<file path="src/rtl/brm_pkg.sv">
// Package: shared constants and the rising-bit helper for the rate multiplier.
// Assumes counter widths of at most MAX_WIDTH bits.
package brm_pkg;

    localparam int unsigned MAX_WIDTH = 31;

    // One-hot mask of the bit that goes 0->1 when v is incremented.
    // For an all-ones value of width w the mask lands on bit w, which the
    // caller removes by truncating to w bits: the wrap then fires nothing.
    function automatic logic [31:0] rise_of(input logic [31:0] v);
        return (v + 32'd1) & ~v;
    endfunction

endpackage

</file>
<file path="src/rtl/brm_phase_ctr.sv">
// Phase counter shared by all generators.
// Advances on each reference strobe and reports, as a one-hot vector, the
// counter bit that rises on this strobe (weighted stream select).
// Assumes ref_stb is synchronous to clk.
module brm_phase_ctr #(
    parameter int unsigned WIDTH = 4
) (
    input  logic             clk,
    input  logic             rst_n,
    input  logic             ref_stb,
    output logic [WIDTH-1:0] phase,
    output logic [WIDTH-1:0] stream
);

    logic [WIDTH-1:0] cnt_q;
    logic [WIDTH-1:0] rise;

    // Count reference strobes, clear on reset.
    always_ff @(posedge clk) begin
        if (!rst_n)       cnt_q <= '0;
        else if (ref_stb) cnt_q <= cnt_q + 1'b1;
    end

    // Rising-bit select for the current count, gated by the strobe.
    always_comb begin
        rise   = WIDTH'(brm_pkg::rise_of(32'(cnt_q)));
        stream = ref_stb ? rise : '0;
    end

    assign phase = cnt_q;

    AST_ONE_STREAM: assert property (@(posedge clk) disable iff (!rst_n)
        $onehot0(stream));
    AST_STREAM_NEEDS_REF: assert property (@(posedge clk) disable iff (!rst_n)
        (|stream) |-> ref_stb);
    AST_CNT_STEP: assert property (@(posedge clk) disable iff (!rst_n)
        ref_stb |=> phase == WIDTH'($past(phase) + 1'b1));
    AST_CNT_HOLD: assert property (@(posedge clk) disable iff (!rst_n)
        !ref_stb |=> $stable(phase));

endmodule

</file>
<file path="src/rtl/brm_rate_gate.sv">
// One rate generator: gates the weighted streams by its code, ORs them and
// registers the result as a one-clock output strobe.
// Assumes stream is one-hot or zero, with stream[i] of weight 2^(WIDTH-1-i).
module brm_rate_gate #(
    parameter int unsigned WIDTH = 4
) (
    input  logic             clk,
    input  logic             rst_n,
    input  logic [WIDTH-1:0] stream,
    input  logic [WIDTH-1:0] code,
    output logic             out_stb
);

    logic [WIDTH-1:0] gated;
    logic             merged;

    // Stream i is paired with code bit WIDTH-1-i (fastest stream to MSB).
    for (genvar i = 0; i < WIDTH; i++) begin : g_pair
        assign gated[i] = stream[i] & code[WIDTH-1-i];
    end

    // Merge the gated streams; at most one is active.
    always_comb merged = |gated;

    // Register the merged pulse into the output strobe.
    always_ff @(posedge clk) begin
        if (!rst_n) out_stb <= 1'b0;
        else        out_stb <= merged;
    end

    AST_OUT_HAS_CAUSE: assert property (@(posedge clk) disable iff (!rst_n)
        out_stb |-> $past(|stream));
    AST_ONE_GATED: assert property (@(posedge clk) disable iff (!rst_n)
        $countones(gated) <= 1);

endmodule

</file>
<file path="src/rtl/brm_pulse_gen.sv">
// Top: binary rate multiplier with NUM_GEN generators sharing a counter.
// Output g averages F*code_g/2^WIDTH and lags ref_stb by one clock.
// Assumes 1 <= WIDTH <= 31 and single-cycle reference strobes.
module brm_pulse_gen #(
    parameter int unsigned WIDTH   = 4,
    parameter int unsigned NUM_GEN = 2
) (
    input  logic                     clk,
    input  logic                     rst_n,
    input  logic                     ref_stb,
    input  logic [NUM_GEN*WIDTH-1:0] code_bus,
    output logic [NUM_GEN-1:0]       rate_stb
);

    localparam int unsigned CODE_BITS = NUM_GEN * WIDTH;

    logic [WIDTH-1:0] phase;
    logic [WIDTH-1:0] stream;

    initial begin
        assert (WIDTH >= 1 && WIDTH <= brm_pkg::MAX_WIDTH)
            else $error("WIDTH out of range");
        assert (CODE_BITS == $bits(code_bus))
            else $error("code bus width mismatch");
    end

    brm_phase_ctr #(.WIDTH(WIDTH)) ctr_i (
        .clk     (clk),
        .rst_n   (rst_n),
        .ref_stb (ref_stb),
        .phase   (phase),
        .stream  (stream)
    );

    for (genvar g = 0; g < NUM_GEN; g++) begin : g_gen
        brm_rate_gate #(.WIDTH(WIDTH)) gate_i (
            .clk     (clk),
            .rst_n   (rst_n),
            .stream  (stream),
            .code    (code_bus[g*WIDTH +: WIDTH]),
            .out_stb (rate_stb[g])
        );
    end

    AST_IDLE_QUIET: assert property (@(posedge clk) disable iff (!rst_n)
        !ref_stb |=> rate_stb == '0);
    AST_WRAP_SILENT: assert property (@(posedge clk) disable iff (!rst_n)
        (ref_stb && (&phase)) |=> rate_stb == '0);
    AST_RESET_LOW: assert property (@(posedge clk)
        !rst_n |=> rate_stb == '0);

endmodule

</file>
<file path="config.mk">
export PLATFORM = sky130hd
export DESIGN_NAME = brm_pulse_gen
export DESIGN_NICKNAME = d
export VERILOG_FILES = /design/src/rtl/brm_pkg.sv /design/src/rtl/brm_phase_ctr.sv /design/src/rtl/brm_rate_gate.sv /design/src/rtl/brm_pulse_gen.sv
export SDC_FILE = /design/constraint.sdc
export NUM_CORES = 1
export LEC_CHECK = 0
export BUFFER_PORTS_ARGS = -buffer_cell sky130_fd_sc_hd__buf_2
export CAP_MARGIN = 20
export CORE_AREA = 2 2 39 41
export DETAILED_ROUTE_END_ITERATION = 16
export DIE_AREA = 0 0 41 43
export SYNTH_ARGS = -nofsm -noshare
export SYNTH_HDL_FRONTEND = slang
export SYNTH_SLANG_ARGS = --single-unit
</file>
<file path="constraint.sdc">
create_clock -name clk -period 1.6 [get_ports clk]
set_input_delay 0.16 -clock clk [delete_from_list [all_inputs] [get_ports clk]]
set_output_delay 0.16 -clock clk [all_outputs]
set_load 0.02 [all_outputs]
</file>
Yosys cells after proc, flatten, opt, wreduce, memory -nomap -nowiden
Index checks and enable logic that the tools add are counted.

Bits in registers: 6. Input bits: 11. Logic and storage cells: 18.

Add/subtract/negate cells: 2. Mux-type cells: 1. Bitwise logic cells: 10. Reductions and logical operators: 2.

Operators by type and width (number): $add A4 B1 Y4 const B (2); $and A1 B1 Y1 (8); $reduce_or A4 Y1 (2); $and A4 B4 Y4 (1); $mux W4 (1); $not A4 Y4 (1).

Depth between registers and ports, before layout
Gate-level depths: netlist (run 1).

Depth in word-level cells: 5. Depth in mapped cells: 4. Mapped depth without buffers: 4.

Modules after synthesis
Synthesis (run 1) repeated with hierarchy kept, for this count alone.

Cell total of the unflattened synthesis: 33. Area total of the unflattened synthesis: 337.8 um^2.

By module, submodules not included: brm_phase_ctr (instances 1, cells each 25, area each 252.7 um^2); brm_rate_gate (instances 2, cells each 4, area each 42.5 um^2).

Worst setup path before layout (run 1)
No wires, ideal clock.

Path type: reg2reg. Start point: register ctr_i.cnt_q[0], in the netlist ctr_i.phase[0]. End point: register g_gen[0].gate_i.out_stb. Arrival: 0.949 ns. Required time: 1.476 ns. Path slack: 0.527 ns. Cell stages (with the launch flop): 5. Buffers on the path: 0. Clock period less this slack: 1.073 ns. Cell sequence: dfxtp_1 ha_1 ha_1 a22oi_1 a31oi_1.

Cells in the longest elaborated chain, start to end: 5. Elaborated cells on any way between the ends: 9. Those cells by class: add/sub (1); mux (1); bitwise (6); reduce/logical (1).

Ends and longest elaborated chain: start: declaration (RTL line brm_phase_ctr.sv:15) `logic [WIDTH-1:0] cnt_q;`; start signal: assignment (RTL line brm_phase_ctr.sv:21) `else if (ref_stb) cnt_q <= cnt_q + 1'b1;`; $add A4 B1 Y4 / $not A4 Y4 (equally long branches) (RTL line brm_pkg.sv:11) `return (v + 32'd1) & ~v;`; $and A4 B4 Y4 (*) (RTL line brm_pkg.sv:11); $mux W4 (*) (RTL line brm_phase_ctr.sv:27) `stream = ref_stb ? rise : '0;`; $and A1 B1 Y1 (RTL line brm_rate_gate.sv:19) `assign gated[i] = stream[i] & code[WIDTH-1-i];`; $reduce_or A4 Y1 (*) (RTL line brm_rate_gate.sv:23) `always_comb merged = |gated;`; end signal: assignment (RTL line brm_rate_gate.sv:28) `else out_stb <= merged;`; end: declaration (RTL line brm_rate_gate.sv:11) `output logic out_stb`.

Every way passes the cells marked *; elsewhere a longest branch is shown, timed or not. A chain may end at the register's enable or synchronous reset.

Final worst setup path (run 1)
Start point: register ctr_i.cnt_q[0], in the netlist ctr_i.phase[0]. End point: register g_gen[1].gate_i.out_stb.

Cells in the longest elaborated chain, start to end: 5. Elaborated cells on any way between the ends: 9. Those cells by class: add/sub (1); mux (1); bitwise (6); reduce/logical (1).

Ends and longest elaborated chain (RTL line): $add A4 B1 Y4 / $not A4 Y4 (equally long branches) (brm_pkg.sv:11); $and A4 B4 Y4 (*) (brm_pkg.sv:11); $mux W4 (*) (brm_phase_ctr.sv:27); $and A1 B1 Y1 (brm_rate_gate.sv:19); $reduce_or A4 Y1 (*) (brm_rate_gate.sv:23); end signal: assignment (brm_rate_gate.sv:28); end: declaration (brm_rate_gate.sv:11).

Marked as above.

==> summary.txt, run 1 <==
Run status
  – Outcome: finished, final reports clean

Synthesis
  – Syn Area/Cell: 9.46 µm²
  – Cell Area, Synth: 322 µm²
  – Area leader, netlist: dfxtp_1
  – Distinct cell type count after synthesis: 13
  – Main synth FF type: dfxtp_1
  – Synth Register Bits: 6
  – Top cell type's share of synthesized area: 0.374
  – Post-synth EDFFs: 0
  – Commonest cells post-synth: dfxtp_1, nand2_1, ha_1, inv_1, o211a_1
  – Ys async rst share: 0
  – Cells after synthesis: 34
  – Yosys warns: 0
  – Post-Syn Nets: 49
  – Post-synthesis sequential area ratio: 0.374
  – Top post-synthesis cells by area: dfxtp_1, ha_1, o211a_1, nand2_1, a22oi_1

STA
  – Fmax achieved: 0.880 GHz
  – RSZ-0062 raised after global routing: false
  – Post-route setup slack: 0.464 ns
  – Final period util: 0.710
  – Final min period: 1.14 ns
  – Setup TNS: 0 ns
  – Final setup viols: 0
  – Actual slew at the worst max-slew pin: 0.181 ns
  – Final hold viol count: 0
  – Clock skew: 0.00102 ns
  – Slew Limit Fails: 0
  – Max transition margin: 0.879

Placed design
  – Detailed Place HPWL: 448 µm
  – Placed cells: 59
  – # port buffers: 12
  – Final RePlAce weighted congestion: 0.692
  – Dpl ws: 0.453 ns

CTS
  – Clk buf depth: 2
  – Post-CTS sizing: 0
  – Clock Latency Late Sink: 0.24 ns
  – CTS H-tree depth: 1
  – Num CTS Buffers: 3
  – Reg clk slew, reported paths: 0.04 ns
  – Clock Tree Root: clkbuf_4
  – Setup Buffers After CTS: 0
  – CTS Hold Bufs: 0
  – CTS tree: done
  – Clk sinks: 6

Route
  – Drt total wl: 583 µm
  – Via-to-Cell Ratio: 4.13
  – Residual DRC: 0
  – Post-route ant nets: 0
  – First-pass DRT Iterations: 2
  – First DRT Iteration DRCs: 2
  – Via count: 256
  – Routed len/inst: 9.40 µm

Worst setup path
  – Crit end category: flop
  – Crit path max-delay family: adder cells
  – Worst-path fanout max: 6
  – Crit-path most repeated cell: ha_1
  – Cells along the critical path: ha_1 -> ha_1 -> a22oi_1 -> a31oi_1
  – Crit path required time: 1.73 ns
  – Crit path buf inv count: 0
  – Kind of critical path: flop to flop
  – Crit path DAT: 1.27 ns
  – Max incr delay on CP: 0.35 ns
  – Critical path's slowest cell: dfxtp_1
  – Critical path startpoint category: flop

Die
  – Die Ht: 43 µm
  – I/O pin count: 13
  – Rows: 14
  – Initial Utilization: 0.232
  – DIE AREA: 0.00176 mm²
  – Die width: 41 µm
  – Core Area: 0.00138 mm²

Flow run
  – Max Cap Violations: 0

Finish
  – # fillers: 157
  – Ant diodes: 0
  – P&R area growth vs syn: 23.7%
  – Non-filler cells, final: 62
  – Final Net Count: 63
  – Layout cell share with drive strength beyond 1: 0.326

Global routing
  – Tot GR Track Use: 0.0894
  – First-pass GRT wire length: 938 µm
  – Grt ovf: 0
  – Largest net degree at the start of global routing: 9
  – Vias in the first global route: 226
  – Initial antenna violation count: 0

Power and ir drop
  – Peak supply drop: 403 µV
  – Pwr/cell area: 915 mW/mm²
  – LEAKAGE: 0.220 nW

Worst hold path
  – Min-Delay Path Class: input port to flop
path summary, 6_finish.rpt:
check                       from                 endpoint  slack, ns  cells after the start
setup reg to reg  ctr_i.phase[0]  g_gen[1].gate_i.out_stb       0.46                      4
hold reg to reg   ctr_i.phase[3]           ctr_i.phase[3]       0.48                      1
hold / removal       code_bus[6]  g_gen[1].gate_i.out_stb       0.17                      3
setup / recovery  ctr_i.phase[0]  g_gen[1].gate_i.out_stb       0.46                      4
per-layer routing:
metal  GRT usage  wire length, µm  share of wire  up-vias
met4      0.0400                0              0        0
met3      0.0942               69           0.12        0
met5           0                0              0        -
li1            -                -              -      138
met2       0.109              236           0.40       12
met1      0.0968              277           0.48      106
where the power goes:
group          switching (mW)  internal (mW)
logic                  0.0258         0.0289
registers             0.00856          0.162
clock network          0.0547         0.0848
total                  0.0890          0.275
cells in the final DEF, fill, tap and decap left out:
cell type | Yosys | routed
buf_2 | 0 | 12
nand2_1 | 6 | 6
dfxtp_1 | 6 | 6
ha_1 | 4 | 4
inv_1 | 3 | 3
o211a_1 | 3 | 3
clkbuf_4 | 0 | 3
nand2b_1 | 2 | 2
a22oi_1 | 2 | 2
a31oi_1 | 2 | 2
and3_1 | 1 | 1
xor2_1 | 1 | 1
and2_1 | 1 | 1
registers in the layout, summed over array words and instances, names as in the netlist:
name	count
g_gen.gate_i.out_stb	2
ctr_i.phase	4
per-stage QoR:
| stage | power [mW] | hold WS (ns) | area (µm²) | utilization |
|---|---|---|---|---|
| 2_1_floorplan | 0.211 | 0.282 | 322 | - |
| 3_3_place_gp | 0.227 | 0.419 | 375 | 0.271 |
| 3_5_place_dp | 0.228 | 0.423 | 375 | 0.271 |
| 4_1_cts | 0.372 | 0.162 | 398 | 0.288 |
| 5_1_grt | 0.392 | 0.167 | 398 | 0.288 |
| 6_report | 0.364 | 0.168 | 398 | 0.288 |
kinds of logic (layout without fill, tap and decap cells):
| group | Yosys count | count (layout) | share of synthesized area |
|---|---|---|---|
| AND/OR/NAND/NOR | 10 | 10 | 0.148 |
| AO/OA/AOI/OAI | 7 | 7 | 0.179 |
| flip-flops | 6 | 6 | 0.374 |
| buffers and inverters | 6 | 18 | 0.117 |
| adder cells (fa/ha/maj) | 4 | 4 | 0.156 |
| XOR/XNOR | 1 | 1 | 0.0272 |
layout make-up:
class                           count  area [µm²]  share of cell area
Multi-Input combinational cell     22         164               0.412
Sequential cell                     6         120               0.302
Timing Repair Buffer               12        60.1               0.151
Clock buffer                        3        22.5              0.0566
Tap cell                           16        20.0              0.0503
Inverter                            3        11.3              0.0283
worst reg2reg max path: stages (launching register included):
cell     delay, ns
dfxtp_1       0.35
ha_1          0.21
ha_1          0.19
a22oi_1       0.18
a31oi_1       0.10
Note: power is estimated with default switching activity, not from simulation.
==> run 2, diff against run 1 <==
Clock period 1.6 ns to 1.1 ns, I/O delays scaled along.
==> summary.txt, run 2 (synthesis gave the netlist of run 1 again) <==
Run status
  – Outcome: finished, final reports clean

Route
  – Drt total wl: 716 µm
  – Post-route ant nets: 0
  – First-pass DRT Iterations: 1
  – Via count: 280
  – Routed len/inst: 11.2 µm
  – Via-to-Cell Ratio: 4.38
  – First DRT Iteration DRCs: 0
  – Residual DRC: 0

CTS
  – Clk sinks: 6
  – CTS tree: done
  – Reg clk slew, reported paths: 0.06 ns
  – Clk buf depth: 2
  – Clock Latency Late Sink: 0.25 ns
  – CTS H-tree depth: 1
  – Setup Buffers After CTS: 0
  – Clock Tree Root: clkbuf_4
  – Num CTS Buffers: 3

Worst hold path
  – Worst hold path depth: 3
  – Min-Delay Path Class: input port to flop
  – Worst hold start: code_bus[2]
  – Worst Hold End: g_gen[0].gate_i.out_stb

Power and ir drop
  – Switch share: 0.268
  – Pwr/cell area: 1280 mW/mm²
  – Clock Power Share: 0.383
  – NetSw: 152 µW
  – Cell-internal power: 415 µW
  – Sequential Power Share: 0.431
  – Peak supply drop: 567 µV
  – Logic pwr share: 0.186
  – LEAKAGE: 0.228 nW

STA
  – Actual slew at the worst max-slew pin: 0.152 ns
  – Slew Limit Fails: 0
  – RSZ-0062 raised after global routing: false
  – Fin Hold WS: 0.115 ns
  – Final setup viols: 0
  – Final period util: 0.975
  – Final min period: 1.07 ns
  – Fmax achieved: 0.932 GHz
  – Final hold viol count: 0
  – Clock skew: 0.00970 ns
  – Max transition margin: 0.899

Finish
  – P&R area growth vs syn: 37.4%
  – Final Net Count: 65
  – Commonest non-fill, non-tap cells in the layout: buf_2, nand2_1, dfxtp_1
  – Cell area after layout: 442 µm²
  – Most common cell after layout, fill and taps aside: buf_2
  – Number of flip-flops in the largest register: 4
  – Layout cell share with drive strength beyond 1: 0.479
  – Ant diodes: 0

Die
  – Rows: 14
  – Die Ht: 43 µm
  – I/O pin count: 13
  – DIE AREA: 0.00176 mm²
  – Die width: 41 µm
  – Initial Utilization: 0.232
  – Core Area: 0.00138 mm²

Worst setup path
  – Critical path's slowest cell: dfxtp_2
  – Max incr delay on CP: 0.32 ns
  – Worst-path fanout max: 3
  – Critical R2R Capture: ctr_i.phase[3]
  – Cells along the critical path: and3_1 -> ha_2 -> nand2_1 -> o211a_1
  – Crit path max-delay family: flip-flops
  – Crit end category: flop
  – Crit path required time: 1.24 ns
  – Origin of the critical flop-to-flop path: ctr_i.phase[0]
  – Reg2reg setup slack: 0.03 ns
  – Kind of critical path: flop to flop
  – R2R depth: 4
  – Crit path buf inv count: 0
  – Critical path startpoint category: flop
  – Cell depth of the worst setup path: 4
  – Crit path DAT: 1.21 ns

Global routing
  – First-pass GRT wire length: 966 µm
  – Grt ovf: 0
  – Largest net degree at the start of global routing: 9
  – Vias in the first global route: 245
  – Tot GR Track Use: 0.0915
  – Initial antenna violation count: 0

Placed design
  – Placed Area: 390 µm²
  – # port buffers: 12
  – Final RePlAce weighted congestion: 0.744

Flow run
  – Max Cap Violations: 0
[run 2: cell types whose count changed in the layout (fill, tap and decap cells not counted)]
cell / delta
ha_2: +2
dfxtp_2: +1
dfxtp_1: -1
a22oi_1: -2
ha_4: +1
ha_1: -3
a22oi_2: +2
buf_4: +2
[run 2: layer usage]
layer / track usage / vias up / wire (µm)
met3: 0.0942 / 0 / 75
met2: 0.119 / 13 / 352
met1: 0.0935 / 125 / 287
met4: 0.0400 / 0 / 0
li1: - / 142 / -
met5: 0 / - / 0
[run 2: worst reg2reg max path: stages, from the launching register on]
cell     delay, ns
dfxtp_2       0.32
and3_1        0.18
ha_2          0.31
nand2_1       0.05
o211a_1       0.10
[run 2: layout make-up]
class	instances	area [µm²]
inverters	3	11.3
fillers	152	942
repair buffers	14	75.1
well taps	16	20.0
flip-flops and latches	6	121
multi-input cells	22	191
clock buffers	3	22.5
[run 2: power by group through the flow]
stage               Sequential, mW  Clock [mW]  Combinational (mW)
finish                       0.244       0.217               0.105
global route                 0.246       0.250               0.121
CTS                          0.243       0.227              0.0987
detailed placement           0.247           0              0.0957
global placement             0.247           0              0.0925
floorplan                    0.249           0              0.0589
[run 2: worst max-delay path by stage]
stage,to,start,slack (ns)
finish,ctr_i.phase[3],ctr_i.phase[0],0.03
global route,ctr_i.phase[1],ctr_i.phase[1],0.005
CTS,ctr_i.phase[2],ctr_i.phase[0],0.005
detailed placement,g_gen[1].gate_i.out_stb,ctr_i.phase[0],-0.007
global placement,g_gen[1].gate_i.out_stb,ctr_i.phase[0],0.01
floorplan,g_gen[0].gate_i.out_stb,ctr_i.phase[0],0.03
[run 2: metrics by stage]
step	total power [mW]	utilization	std cells	setup TNS [ns]	setup WS, ns
after floorplan	0.307	-	34	0	0.0269
after detailed placement	0.343	0.282	61	-0.00740	-0.00740
after CTS	0.569	0.304	64	0	0.00479
after global routing	0.616	0.319	64	0	0.00460
final	0.567	0.319	64	0	0.0273
after global placement	0.339	0.282	61	0	0.0149
[run 2: timing repair]
action	4_1_cts	5_1_grt
setup endpoints to repair	1	3
hold buffers	0	0
pin swaps	2	2
gates resized for setup	2	5
==> run 3, diff against run 2 <==
Settings changed: CTS_CLUSTER_DIAMETER from default to 30.
Clock period 1.1 ns to 0.9 ns, I/O delays scaled along.
==> summary.txt, run 3 (synthesis gave the netlist of run 1 again) <==
Run status
  – Failing checks: setup timing
  – Outcome: complete, but fails checks

STA
  – Final min period: 1.02 ns
  – Post-route setup slack: -0.121 ns
  – Max transition margin: 0.898
  – Actual slew at the worst max-slew pin: 0.154 ns
  – Slew Limit Fails: 0
  – Final setup viols: 5
  – RSZ-0062 raised after global routing: true
  – Clock skew: 0.00250 ns
  – Final period util: 1.13
  – Fmax achieved: 0.979 GHz
  – Final hold viol count: 0
  – Setup TNS: -0.555 ns

Power and ir drop
  – Pwr/cell area: 1480 mW/mm²
  – Switch share: 0.265
  – Cell-internal power: 532 µW
  – NetSw: 191 µW
  – LEAKAGE: 0.231 nW
  – Logic pwr share: 0.188
  – Clock Power Share: 0.389
  – Peak supply drop: 550 µV
  – Sequential Power Share: 0.422
  – Total chip power: 724 µW

CTS
  – CTS tree: done
  – Reg clk slew, reported paths: 0.05 ns
  – Clock Latency Late Sink: 0.25 ns
  – CTS Hold Bufs: 0
  – CTS H-tree depth: 1
  – Setup Buffers After CTS: 0
  – Clock Tree Root: clkbuf_4
  – Num CTS Buffers: 3
  – Clk sinks: 6
  – Clk buf depth: 2

Route
  – Routed len/inst: 9.54 µm
  – Drt total wl: 620 µm
  – M1 WL: 261 µm
  – Via count: 272
  – First DRT Iteration DRCs: 3
  – Via-to-Cell Ratio: 4.18
  – Highest metal used: met3
  – Post-route ant nets: 0
  – Met3 wire len: 84 µm
  – Residual DRC: 0
  – Met2 wire len: 275 µm
  – First-pass DRT Iterations: 2

Placed design
  – Dpl ws: -0.171 ns
  – # port buffers: 12
  – Final RePlAce weighted congestion: 0.655
  – Placed cells: 61
  – Placed Area: 438 µm²

Finish
  – # fillers: 140
  – Layout cell share with drive strength beyond 1: 0.551
  – P&R area growth vs syn: 52.1%
  – Area of the multi-input gates: 231 µm²
  – Ant diodes: 0
  – Number of flip-flops in the largest register: 4
  – Non-filler cells, final: 65
  – Commonest non-fill, non-tap cells in the layout: buf_2, nand2_1, ha_4, dfxtp_1
  – Final Net Count: 65
  – Reg area: 125 µm²
  – Most common cell after layout, fill and taps aside: buf_2
  – Cell area after layout: 489 µm²

Worst setup path
  – Critical R2R Capture: g_gen[0].gate_i.out_stb
  – Worst-path fanout max: 4
  – Max incr delay on CP: 0.35 ns
  – R2R depth: 4
  – Crit-path most repeated cell: ha_4
  – Kind of critical path: flop to flop
  – Crit path DAT: 1.16 ns
  – Critical path's slowest cell: dfxtp_4
  – Reg2reg setup slack: -0.12 ns
  – Crit end category: flop
  – Cells along the critical path: ha_4 -> ha_4 -> a22oi_2 -> a31oi_1
  – Origin of the critical flop-to-flop path: ctr_i.phase[0]
  – Crit path required time: 1.03 ns
  – Critical path startpoint category: flop
  – CP Launch Point: ctr_i.phase[0]

Die
  – Initial Utilization: 0.232
  – I/O pin count: 13
  – Core Area: 0.00138 mm²
  – Die width: 41 µm
  – DIE AREA: 0.00176 mm²
  – Rows: 14
  – Die Ht: 43 µm

Worst hold path
  – Worst hold start: rst_n
  – Worst hold path depth: 2
  – Min-Delay Path Class: input port to flop
  – Worst Hold End: ctr_i.phase[0]

Global routing
  – Tot GR Track Use: 0.0834
  – Grt ovf: 0
  – Initial antenna violation count: 0
  – Vias in the first global route: 234
  – First-pass GRT wire length: 903 µm
  – Largest net degree at the start of global routing: 9

Flow run
  – Max Cap Violations: 0
[run 3: cell types whose count changed in the layout (fill, tap and decap cells not counted), sizes merged]
cell    previous run  this run
clkbuf             3         4
[run 3: power by group through the flow]
| stage | Combinational, mW | Clock, mW | Sequential, mW |
|---|---|---|---|
| floorplan | 0.0808 | 0 | 0.310 |
| global placement | 0.121 | 0 | 0.311 |
| detailed placement | 0.121 | 0 | 0.312 |
| CTS | 0.124 | 0.297 | 0.306 |
| global route | 0.153 | 0.305 | 0.310 |
| finish | 0.136 | 0.282 | 0.306 |
[run 3: final cells by class]
| class | instances | share of cell area |
|---|---|---|
| well taps | 16 | 0.0409 |
| flip-flops and latches | 6 | 0.256 |
| multi-input cells | 22 | 0.473 |
| clock buffers | 4 | 0.0537 |
| inverters | 3 | 0.0230 |
| repair buffers | 14 | 0.153 |
[run 3: worst max path at each step]
stage,depth (start not counted),slack [ns],to
6_report,4,-0.12,g_gen[0].gate_i.out_stb
5_1_grt,4,-0.16,g_gen[1].gate_i.out_stb
4_1_cts,4,-0.14,g_gen[0].gate_i.out_stb
3_5_place_dp,4,-0.17,g_gen[0].gate_i.out_stb
3_3_place_gp,4,-0.15,g_gen[0].gate_i.out_stb
2_1_floorplan,4,-0.11,g_gen[0].gate_i.out_stb
[run 3: repair_timing]
item                                    4_1_cts  5_1_grt
endpoints found under the setup margin        5        5
pin swaps                                     2        3
resized for setup                             1        3
[run 3: critical path: cells and delay by family, from the launching register on]
kind / cells / cell delay [ns]
AOI/OAI and AO/OA: 2 / 0.24
adders and majority gates: 2 / 0.31
DFF: 1 / 0.35
[run 3: through the flow]
stage	utilization	hold WS [ns]
final	0.354	0.104
after global placement	0.316	0.358
after CTS	0.339	0.0925
after global routing	0.354	0.120
after detailed placement	0.316	0.363
after floorplan	-	0.211
[run 3: routing by layer]
layer / vias to the layer above / GRT usage
met4: 0 / 0.0200
met1: 112 / 0.0774
li1: 146 / -
met3: 0 / 0.0785
met2: 14 / 0.128
met5: - / 0
